### config.mk
export PLATFORM = sky130hd
export DESIGN_NAME = segva_expander
export DESIGN_NICKNAME = d
export VERILOG_FILES = /design/src/rtl/segva_pkg.sv /design/src/rtl/segva_rst_sync.sv /design/src/rtl/segva_sid_file.sv /design/src/rtl/segva_sid_select.sv /design/src/rtl/segva_out_stage.sv /design/src/rtl/segva_expander.sv
export SDC_FILE = /design/constraint.sdc
export NUM_CORES = 1
export LEC_CHECK = 0
export BUFFER_PORTS_ARGS = -buffer_cell sky130_fd_sc_hd__buf_2
export CAP_MARGIN = 20
export CORE_MARGIN = 4
export CORE_UTILIZATION = 30
export CTS_BUF_LIST = sky130_fd_sc_hd__clkbuf_8
export DETAILED_ROUTE_END_ITERATION = 10
export SLEW_MARGIN = 20
export SYNTH_ARGS = -nofsm -noshare
export SYNTH_HDL_FRONTEND = slang
export SYNTH_SLANG_ARGS = --single-unit
### constraint.sdc
create_clock -name clk -period 7.7 [get_ports clk]
set_input_delay 0.385 -clock clk [delete_from_list [all_inputs] [get_ports clk]]
set_output_delay 0.385 -clock clk [all_outputs]
set_load 0.02 [all_outputs]
### src/rtl/segva_pkg.sv
package segva_pkg;
  localparam int unsigned SEGVA_EA_W  = 32;
  localparam int unsigned SEGVA_IDX_W = 4;
  localparam int unsigned SEGVA_SID_W = 12;
endpackage

### src/rtl/segva_rst_sync.sv
module segva_rst_sync (
  input  logic clk,
  input  logic rst_n,
  output logic rst_n_sync
);
  logic [1:0] sync_q;

  always_ff @(posedge clk or negedge rst_n) begin
    if (!rst_n) sync_q <= 2'b00;
    else        sync_q <= {sync_q[0], 1'b1};
  end

  assign rst_n_sync = sync_q[1];
endmodule

### src/rtl/segva_sid_file.sv
module segva_sid_file #(
  parameter int unsigned IDX_W = segva_pkg::SEGVA_IDX_W,
  parameter int unsigned SID_W = segva_pkg::SEGVA_SID_W,
  localparam int unsigned NSEG = 1 << IDX_W
) (
  input  logic                       clk,
  input  logic                       rst_n,
  input  logic                       wr_en,
  input  logic [IDX_W-1:0]           wr_idx,
  input  logic [SID_W-1:0]           wr_sid,
  output logic [NSEG-1:0][SID_W-1:0] sid_q
);
  logic [NSEG-1:0] we_vec;

  for (genvar g = 0; g < NSEG; g++) begin : g_ent
    always_comb we_vec[g] = wr_en && (wr_idx == IDX_W'(g));

    always_ff @(posedge clk or negedge rst_n) begin
      if (!rst_n)          sid_q[g] <= '0;
      else if (we_vec[g])  sid_q[g] <= wr_sid;
    end
  end

  logic armed_q;
  always_ff @(posedge clk or negedge rst_n) begin
    if (!rst_n) armed_q <= 1'b0;
    else        armed_q <= 1'b1;
  end

  AST_WRITE_LANDS: assert property (@(posedge clk) disable iff (!armed_q)
    wr_en |=> sid_q[$past(wr_idx)] == $past(wr_sid));

  AST_IDLE_KEEPS: assert property (@(posedge clk) disable iff (!armed_q)
    !wr_en |=> $stable(sid_q));
endmodule

### src/rtl/segva_sid_select.sv
module segva_sid_select #(
  parameter int unsigned IDX_W  = segva_pkg::SEGVA_IDX_W,
  parameter int unsigned SID_W  = segva_pkg::SEGVA_SID_W,
  parameter bit          BYPASS = 1'b1,
  localparam int unsigned NSEG  = 1 << IDX_W
) (
  input  logic [NSEG-1:0][SID_W-1:0] sid_q,
  input  logic [IDX_W-1:0]           rd_idx,
  input  logic                       wr_en,
  input  logic [IDX_W-1:0]           wr_idx,
  input  logic [SID_W-1:0]           wr_sid,
  output logic [SID_W-1:0]           sid_out
);
  logic [SID_W-1:0] stored;
  always_comb stored = sid_q[rd_idx];

  if (BYPASS) begin : g_fwd
    always_comb sid_out = (wr_en && (wr_idx == rd_idx)) ? wr_sid : stored;
  end else begin : g_nofwd
    always_comb sid_out = stored;
  end
endmodule

### src/rtl/segva_out_stage.sv
module segva_out_stage #(
  parameter int unsigned VA_W    = 40,
  parameter bit          OUT_REG = 1'b1
) (
  input  logic            clk,
  input  logic            rst_n,
  input  logic            in_valid,
  input  logic [VA_W-1:0] in_addr,
  output logic            out_valid,
  output logic [VA_W-1:0] out_addr
);
  if (OUT_REG) begin : g_reg
    logic            valid_d, valid_q;
    logic [VA_W-1:0] addr_d,  addr_q;
    logic            addr_en;

    always_comb begin
      valid_d = in_valid;
      addr_en = in_valid;
      addr_d  = in_addr;
    end

    always_ff @(posedge clk or negedge rst_n) begin
      if (!rst_n) begin
        valid_q <= 1'b0;
        addr_q  <= '0;
      end else begin
        valid_q <= valid_d;
        if (addr_en) addr_q <= addr_d;
      end
    end

    assign out_valid = valid_q;
    assign out_addr  = addr_q;
  end else begin : g_comb
    assign out_valid = in_valid;
    assign out_addr  = in_addr;
  end
endmodule

### src/rtl/segva_expander.sv
module segva_expander #(
  parameter int unsigned EA_W    = segva_pkg::SEGVA_EA_W,
  parameter int unsigned IDX_W   = segva_pkg::SEGVA_IDX_W,
  parameter int unsigned SID_W   = segva_pkg::SEGVA_SID_W,
  parameter bit          OUT_REG = 1'b1,
  parameter bit          BYPASS  = 1'b1,
  localparam int unsigned OFS_W  = EA_W - IDX_W,
  localparam int unsigned VA_W   = SID_W + OFS_W,
  localparam int unsigned NSEG   = 1 << IDX_W
) (
  input  logic             clk,
  input  logic             rst_n,
  input  logic             wr_en,
  input  logic [IDX_W-1:0] wr_idx,
  input  logic [SID_W-1:0] wr_sid,
  input  logic             ea_valid,
  input  logic [EA_W-1:0]  ea_addr,
  output logic             va_valid,
  output logic [VA_W-1:0]  va_addr
);
  logic                       rst_n_int;
  logic [NSEG-1:0][SID_W-1:0] sid_q;
  logic [SID_W-1:0]           sid_sel;
  logic [IDX_W-1:0]           seg_idx;
  logic [OFS_W-1:0]           seg_ofs;
  logic [VA_W-1:0]            va_next;

  always_comb begin
    seg_idx = ea_addr[EA_W-1 -: IDX_W];
    seg_ofs = ea_addr[OFS_W-1:0];
    va_next = {sid_sel, seg_ofs};
  end

  segva_rst_sync u_rst (
    .clk        (clk),
    .rst_n      (rst_n),
    .rst_n_sync (rst_n_int)
  );

  segva_sid_file #(.IDX_W(IDX_W), .SID_W(SID_W)) u_file (
    .clk    (clk),
    .rst_n  (rst_n_int),
    .wr_en  (wr_en),
    .wr_idx (wr_idx),
    .wr_sid (wr_sid),
    .sid_q  (sid_q)
  );

  segva_sid_select #(.IDX_W(IDX_W), .SID_W(SID_W), .BYPASS(BYPASS)) u_sel (
    .sid_q   (sid_q),
    .rd_idx  (seg_idx),
    .wr_en   (wr_en),
    .wr_idx  (wr_idx),
    .wr_sid  (wr_sid),
    .sid_out (sid_sel)
  );

  segva_out_stage #(.VA_W(VA_W), .OUT_REG(OUT_REG)) u_out (
    .clk       (clk),
    .rst_n     (rst_n_int),
    .in_valid  (ea_valid),
    .in_addr   (va_next),
    .out_valid (va_valid),
    .out_addr  (va_addr)
  );

  if (OUT_REG) begin : g_chk
    logic armed_q;
    always_ff @(posedge clk or negedge rst_n_int) begin
      if (!rst_n_int) armed_q <= 1'b0;
      else            armed_q <= 1'b1;
    end

    AST_OFFSET_PASS: assert property (@(posedge clk) disable iff (!armed_q)
      ea_valid |=> va_addr[OFS_W-1:0] == $past(ea_addr[OFS_W-1:0]));

    AST_VALID_RISE: assert property (@(posedge clk) disable iff (!armed_q)
      ea_valid |=> va_valid);

    AST_VALID_DROP: assert property (@(posedge clk) disable iff (!armed_q)
      !ea_valid |=> !va_valid);

    AST_ADDR_HOLD: assert property (@(posedge clk) disable iff (!armed_q)
      !ea_valid |=> $stable(va_addr));

    if (BYPASS) begin : g_fwd_chk
      AST_FORWARD_NEW: assert property (@(posedge clk) disable iff (!armed_q)
        (ea_valid && wr_en && (wr_idx == ea_addr[EA_W-1 -: IDX_W]))
        |=> va_addr[VA_W-1 -: SID_W] == $past(wr_sid));
    end
  end
endmodule

# After elaboration in Yosys (flattened, before gate mapping)
# Index checks and enable logic that the tools add are counted.
# word_totals
reg_bits	235
out_inout_bits	41
# classes
mux	3
n_lt_le_gt_ge	1
n_eq_ne	16
n_reduce_logical	18
# op_table
cell	n
$bmux 12 s4	1
$eq 4x4->1 const B	8
$mux 12	2
$logic_and 1x1->1	17
$eq 4x3->1 const B	4
$eq 4x2->1 const B	2
$lt 4x5->1 const B	1
$eq 4x1->1 const B	1
$eq 4x4->1	1
$logic_not 4->1	1

# Longest topological paths before layout
# Gate-level depths: netlist (run 1).
# depth
depth_word	3
mapped_depth	6
depth_no_buf	4

# Hierarchy
# A second synthesis (run 1) with hierarchy kept.
# unflattened
cells_unflattened	643
area_unflattened_um2	10639.0
# by_module_without_submodules
module	area_per_inst_um2	cells_per_inst	n_inst	seq_area_each_um2
segva_sid_file	7320.8	436	1	4804.6
segva_sid_select	1742.9	119	1	0.0
segva_out_stage	1521.5	85	1	1026.0
segva_rst_sync	53.8	3	1	50.0

# Worst setup path before layout (run 1)
# OpenSTA, ideal clock, no wires.
# synth_timing
kind	input to register
start	input port ea_addr[28]
end	register u_out.g_reg.addr_q[39], in the netlist u_out.out_addr[39]
arrival_time_ps	1426
path_buffers	1
t_required_ps	7566
setup_slack_ps	6140
path_stages	5
path_cell_list	buf_6 -> mux4_1 -> mux2_2 -> nand2_1 -> a31oi_1
# synth_via
elab_chain_len	3
word_cells_on_any_way	5
classes_between	eq/ne (1); mux (3); reduce/logical (1)
# synth_rtl
item	line	text
start: declaration	segva_expander.sv:17	input logic [EA_W-1:0] ea_addr,
$bmux 12 s4 or $eq 4x4->1 (tied branches)	segva_sid_select.sv:15, segva_sid_select.sv:18	
$mux 12 (implied by the code) or $logic_and 1x1->1 (tied branches)	segva_sid_select.sv:15, segva_sid_select.sv:18	
$mux 12 (*)	segva_sid_select.sv:18	always_comb sid_out = (wr_en && (wr_idx == rd_idx)) ? wr_sid : stored;
end signal: assignment	segva_out_stage.sv:29	if (addr_en) addr_q <= addr_d;
end: declaration	segva_out_stage.sv:14	logic [VA_W-1:0] addr_d, addr_q;
# Every way passes the cells marked *; elsewhere a longest branch is shown, timed or not. The select of a mux whose other input is x is not followed.
# A chain may end at the register's enable or synchronous reset.

# Worst setup path in the final report (run 1)
# layout_timing
start	input port ea_addr[31]
end	register u_out.g_reg.addr_q[36], in the netlist u_out.out_addr[36]
# The elaborated chain is that of the path after synthesis.

==> metrics.txt, run 1 <==
outcome=complete, no violations; Die Y=slightly below 200 um; pins over their slew limit=0; drt pass-1 iters=4; critical path launch point type=input pin; Cell Chain, Critical Path=buf_2 > buf_4 > xnor2_1 > and2_1 > a21boi_1 > a31oi_1; CTS sink count=235; initial antenna violation count=2; GRT Total Usage=13.4%; Clk Latency, worst-skew pair=0.54 ns; DIE AREA=0.0379 mm2; crit path max fanout=39; critical path's slowest cell=a21boi_1; clk buf depth=3; Setup CP Type=input pin to flip-flop; hold_buf cts=1; number of max-cap violations=0; vias in the first global route=6833; Avg WL per Cell=19.0 um; gpl congestion=roughly 0.77; NetSw=874 uW; layout cells sized above 1=a little under two fifths; sequential power share=49.4%; Mapped Cells=780; P&R area growth vs syn=15.8%; Hold EP=u_out.out_addr[0]; FFs w/ async S/R, synth=100%; Max Fclk=348 MHz; Post-Place Setup Slack=4.33 ns; fin cells=1349; post-synth top area share=56.2%; Final Hold Fails=0; Worst EP required=8.05 ns; core area=0.0345 mm2; Rows=around 70; crit path DAT=3.22 ns; syn nets=around 830; Post-CTS Resized=0; RSZ-0062 raised after global routing=false; global route overflow=0; worst min-delay path class=input pin to flip-flop; Yosys top cell by area=dfrtp_1; Reg2Reg Setup Slack=6.15 ns; post-DP HPWL=16.1 mm; DRC viols=0; total of warnings raised by yosys=0; Yosys reg bits=~240; syn avg cell area=roughly 13 um2; Max stage delay on crit path=0.94 ns; Root Driver=clkbuf_8; Reg clk slew, reported paths=0.06 ns; total CTS buffers=41; worst hold start=ea_addr[0]; Initial DRC Count=between 500 and 600; Tmin final=2.88 ns; H-tree depth=2; final WL=25.6 mm; worst r2r dst=u_file.sid_q[183]; post-layout util=35.2%; Final TNS setup=0 ns; largest net degree at the start of global routing=between 150 and 200; final worst setup slack=slightly below 5 ns; routed vias=around 6600; internal power=2.39 mW; most frequent cell after synthesis=dfrtp_1; TritonCTS clock tree=built; global-route wire length before repair=between 40 and 50 mm; PortBufs=between 90 and 100; hold_ws=0.0766 ns; Die Span X=195 um; Netlist cell types=31; I/O pin count=93; Mapped Area=approximately 0.010 mm2; Vias/cell=approximately 4.9; worst-case reg-to-reg path depth=1; clock power share=roughly a third; Top FF cell, synth=dfrtp_1; P per Cell Area=270 mW/mm2; Post-DRT Antenna Nets=0; Final #Nets=about 920; worst slew pin tran=around 1.1 ns; VDD IR-drop max=between 0.1 and 0.15 mV; worst reg2reg startpoint=u_rst.sync_q[1]; sw frac=about a quarter; crit path capture type=flip-flop; Leak=5.54 nW; register area share after synthesis=56.2%; Final period util=around 37%; number of enable flip-flop cells after synthesis=0; Slew HR=25.8%; Logic pwr share=16.6%; Post-CTS Setup Inserts=0; Placed Cells=1278; Initial Util=30.4%; top cells by count, synth=235 x dfrtp_1, 160 x mux2_2, 86 x nand2_1, 82 x o21ai_0, 34 x clkbuf_1; WHS Path Cells=2; top post-synthesis cells by area=dfrtp_1 56%, mux2_2 17%, mux4_1 6.3%; Setup-failing EPs final=0; Worst Skew=0.0139 ns
==> registers in the layout (all words and copies together), names as in the netlist <==
signal / count
u_file.sid_q: 192
u_out.out_addr: 40
u_rst.sync_q: 2
u_out.out_valid: 1
==> layout make-up <==
class                      count  area, um2
sequential                   235       5880
timing repair buffer         107        588
antenna                        1       2.50
fill                        3393      22300
multi-input combinational    470       4230
tap                          455        569
inverter                      12       45.0
clock buffer                  53        729
clock inverter                16       71.3
==> worst max-delay path: cells and delay by family <==
family                    cells  cell delay (ns)
buffers and inverters         2             1.17
AOI/OAI and AO/OA             2             1.13
and+or+nand+nor               1             0.35
xor gates and xnor gates      1             0.15
==> how the worst max path moves through the flow <==
stage / start / endpoint / cells after the start
2_1_floorplan: u_rst.sync_q[1] / u_file.sid_q[0] / 0
3_3_place_gp: ea_addr[31] / u_out.out_addr[33] / 6
3_5_place_dp: ea_addr[31] / u_out.out_addr[36] / 6
4_1_cts: ea_addr[31] / u_out.out_addr[36] / 6
5_1_grt: ea_addr[31] / u_out.out_addr[36] / 6
6_report: ea_addr[31] / u_out.out_addr[36] / 6
==> power groups by stage <==
stage | clock, mW | sequential (mW) | combinational [mW]
CTS | 1.14 | 1.62 | 0.551
global route | 1.21 | 1.65 | 0.604
floorplan | 0 | 1.64 | 0.382
global placement | 0 | 1.63 | 0.534
detailed placement | 0 | 1.64 | 0.550
finish | 1.11 | 1.62 | 0.542
==> placed cells by master, fill, tap and decap left out, drive strengths merged, types with 6 or more instances in the layout <==
master and n:
clkinv 6, clkbuf 53, nor2 22, nand2 86
buf 106, dfrtp 235, inv 21, nand2b 6
a221oi 12, a41o 12, o21ai 84, mux2i 24
a31oi 12, mux2 160, mux4 36
==> per-stage QoR <==
| step | instance area, um2 | power, mW |
|---|---|---|
| global route | 12100 | 3.46 |
| global placement | 11300 | 2.16 |
| finish | 12100 | 3.27 |
| detailed placement | 11300 | 2.19 |
| CTS | 12100 | 3.31 |
| floorplan | 10500 | 2.02 |
==> cells by family (layout without fill, tap and decap cells) <==
kind of cell,after synthesis,after routing,synth area share (%)
multiplexers,220,220,28.1
flip-flops,235,235,56.2
XOR/XNOR,4,4,0.335
AO/OA/AOI/OAI,121,121,6.96
buffers and inverters,75,188,3.45
AND/OR/NAND/NOR,124,124,4.90
other,1,2,0.0358
==> metal layers <==
| metal | track usage, % | vias up | part of all wire, % | routed length [um] |
|---|---|---|---|---|
| met1 | 19.6 | 3359 | 45 | 11700 |
| li1 | - | 3005 | - | - |
| met3 | 3.15 | 47 | 8.5 | 2170 |
| met2 | 20.4 | 218 | 44 | 11300 |
| met4 | 3.08 | 2 | 1.9 | 485 |
| met5 | 0 | - | 0.027 | 7 |
Note: power is estimated with default switching activity, not from simulation.
==> run 2, diff against run 1 <==
==> constraint.sdc (replaced) <==
create_clock -name clk -period 2.5 [get_ports clk]
set_input_delay 0.125 -clock clk [delete_from_list [all_inputs] [get_ports clk]]
set_output_delay 0.125 -clock clk [all_outputs]
set_load 0.02 [all_outputs]
==> run 2 against run 1 <==
  * Flip-flop and latch count is the same
  * First-iteration DRC count shrank 31%
  * Critical endpoint is now u_out.out_addr[28]
  * Clock-buffer cell count shrank 1
  * Largest power group unchanged
==> metrics.txt, run 2 (synthesis results as in run 1) <==
drt pass-1 iters=4; sw frac=26.2%; Largest register FFs=192; clk buf depth=3; Root Driver=clkbuf_8; post-layout util=a little under two fifths; Final period util=a little under three fifths; Slew HR=56.3%; Post-CTS Resized=0; PortBufs=92; TritonCTS clock tree=built; area of the multi-input gates=0.00423 mm2; Clk Latency, worst-skew pair=0.54 ns; Setup CP Type=flip-flop to flip-flop; pins over their slew limit=0; Fillers=3344; number of max-cap violations=0; crit path max fanout=2; Reg clk slew, reported paths=0.06 ns; P per Cell Area=807 mW/mm2; Initial DRC Count=354; outcome=complete, no violations; H-tree depth=2; Max stage delay on crit path=0.51 ns; Cell Chain, Critical Path=mux4_1 > mux2_2 > nand2_1 > a31oi_1; critical path's slowest cell=mux4_1; Final #Nets=982; clock power share=35.0%; global-route wire length before repair=42.5 mm; CTS sink count=235; Die Span X=195 um; global route overflow=0; crit path DAT=1.84 ns; sequential power share=48.1%; VDD IR-drop max=0.314 mV; Worst Skew=0.0335 ns; largest net degree at the start of global routing=79; sequential cell area=0.00588 mm2; Tmin final=1.43 ns; Avg WL per Cell=19.4 um; DRC viols=0; I/O pin count=93; final WL=27.4 mm; initial antenna violation count=1; Logic pwr share=between 10% and 20%; RSZ-0062 raised after global routing=false; hold_ws=0.0382 ns; internal power=7.63 mW; core area=0.0345 mm2; layout cells sized above 1=37.5%; commonest cells after routing, fill and taps aside=234 x dfrtp_1, 160 x mux2_2, 92 x buf_2; Max Fclk=697 MHz; Leak=approximately 5.9 nW; Final TNS setup=0 ns; Final Hold Fails=0; Worst EP required=2.91 ns; worst min-delay path class=input pin to flip-flop; post-DP HPWL=16.4 mm; Setup-failing EPs final=0; NetSw=2.71 mW; Post-DRT Antenna Nets=0; Initial Util=30.4%; routed vias=6887; total CTS buffers=42; # diodes=0; vias in the first global route=7051; crit path capture type=flip-flop; Vias/cell=around 4.9; most common cell after layout, fill and taps aside=dfrtp_1; DIE AREA=0.0379 mm2; critical path launch point type=flip-flop; gpl congestion=0.761; GRT Total Usage=~14%; worst slew pin tran=0.656 ns; Die Y=195 um; P&R area growth vs syn=22.3%; Top reg by flops=u_file.sid_q; Rows=slightly below 70
[run 2: changes by cell type in the layout (fill, tap and decap cells not counted), sizes merged]
cell         before  now
dlygate4sd3       1   41
buf             106  128
inv              21   28
clkinv            6    2
bufinv            0    2
clkbuf           53   52
clkinvlp          1    2
diode             1    0
[run 2: critical path, delay by kind of cell, from the launching register on]
family             cells  cell delay [ns]
muxes                  2             0.79
DFF                    1             0.37
and+or+nand+nor        1             0.08
AOI/OAI and AO/OA      1             0.08
[run 2: worst paths after layout]
path	from	end	slack, ns	cells after the start
max	u_file.sid_q[84]	u_out.out_addr[28]	1.07	4
min	wr_sid[5]	u_file.sid_q[65]	0.04	2
max reg2reg	u_file.sid_q[84]	u_out.out_addr[28]	1.07	4
min reg2reg	u_rst.sync_q[1]	u_file.sid_q[68]	0.31	0
max in group asynchronous	u_rst.sync_q[1]	u_file.sid_q[78]	1.35	1
min in group asynchronous	u_rst.sync_q[1]	u_file.sid_q[68]	0.31	0
[run 2: power by group through the flow]
| stage | Combinational (mW) | Clock (mW) | Sequential (mW) |
|---|---|---|---|
| final | 1.75 | 3.62 | 4.97 |
| after CTS | 1.77 | 3.76 | 4.97 |
| after global placement | 1.67 | 0 | 5.01 |
| after detailed placement | 1.72 | 0 | 5.03 |
| after global routing | 1.94 | 3.95 | 5.06 |
| after floorplan | 1.18 | 0 | 5.04 |
[run 2: per-stage QoR]
stage	setup WS [ns]	cells	area, um2	power, mW
final	1.07	1415	12800	10.3
after global routing	0.981	1415	12800	11.0
after CTS	1.05	1415	12800	10.5
after detailed placement	0.594	1300	11500	6.75
after global placement	0.652	1300	11500	6.68
after floorplan	0.128	780	10500	6.22
[run 2: area by class of cell]
class                           instances  area share (%)
Sequential cell                       235            46.0
Inverter                               12           0.352
Multi-Input combinational cell        470            33.0
Clock buffer                           52            5.59
Timing Repair Buffer                  169            9.50
Tap cell                              455            4.45
Clock inverter                         22            1.13
[run 2: repair_timing]
item,CTS,global route
buffers inserted,0,0
hold buffers,41,0
endpoints found under the hold margin,121,0
[run 2: metal layers]
layer	vias to the layer above	share of wire (%)	global-route usage (%)
li1	3129	-	-
met1	3496	49	21.3
met2	213	42	20.4
met3	47	6.3	3.26
met4	2	2.4	4.29
met5	-	0.026	0
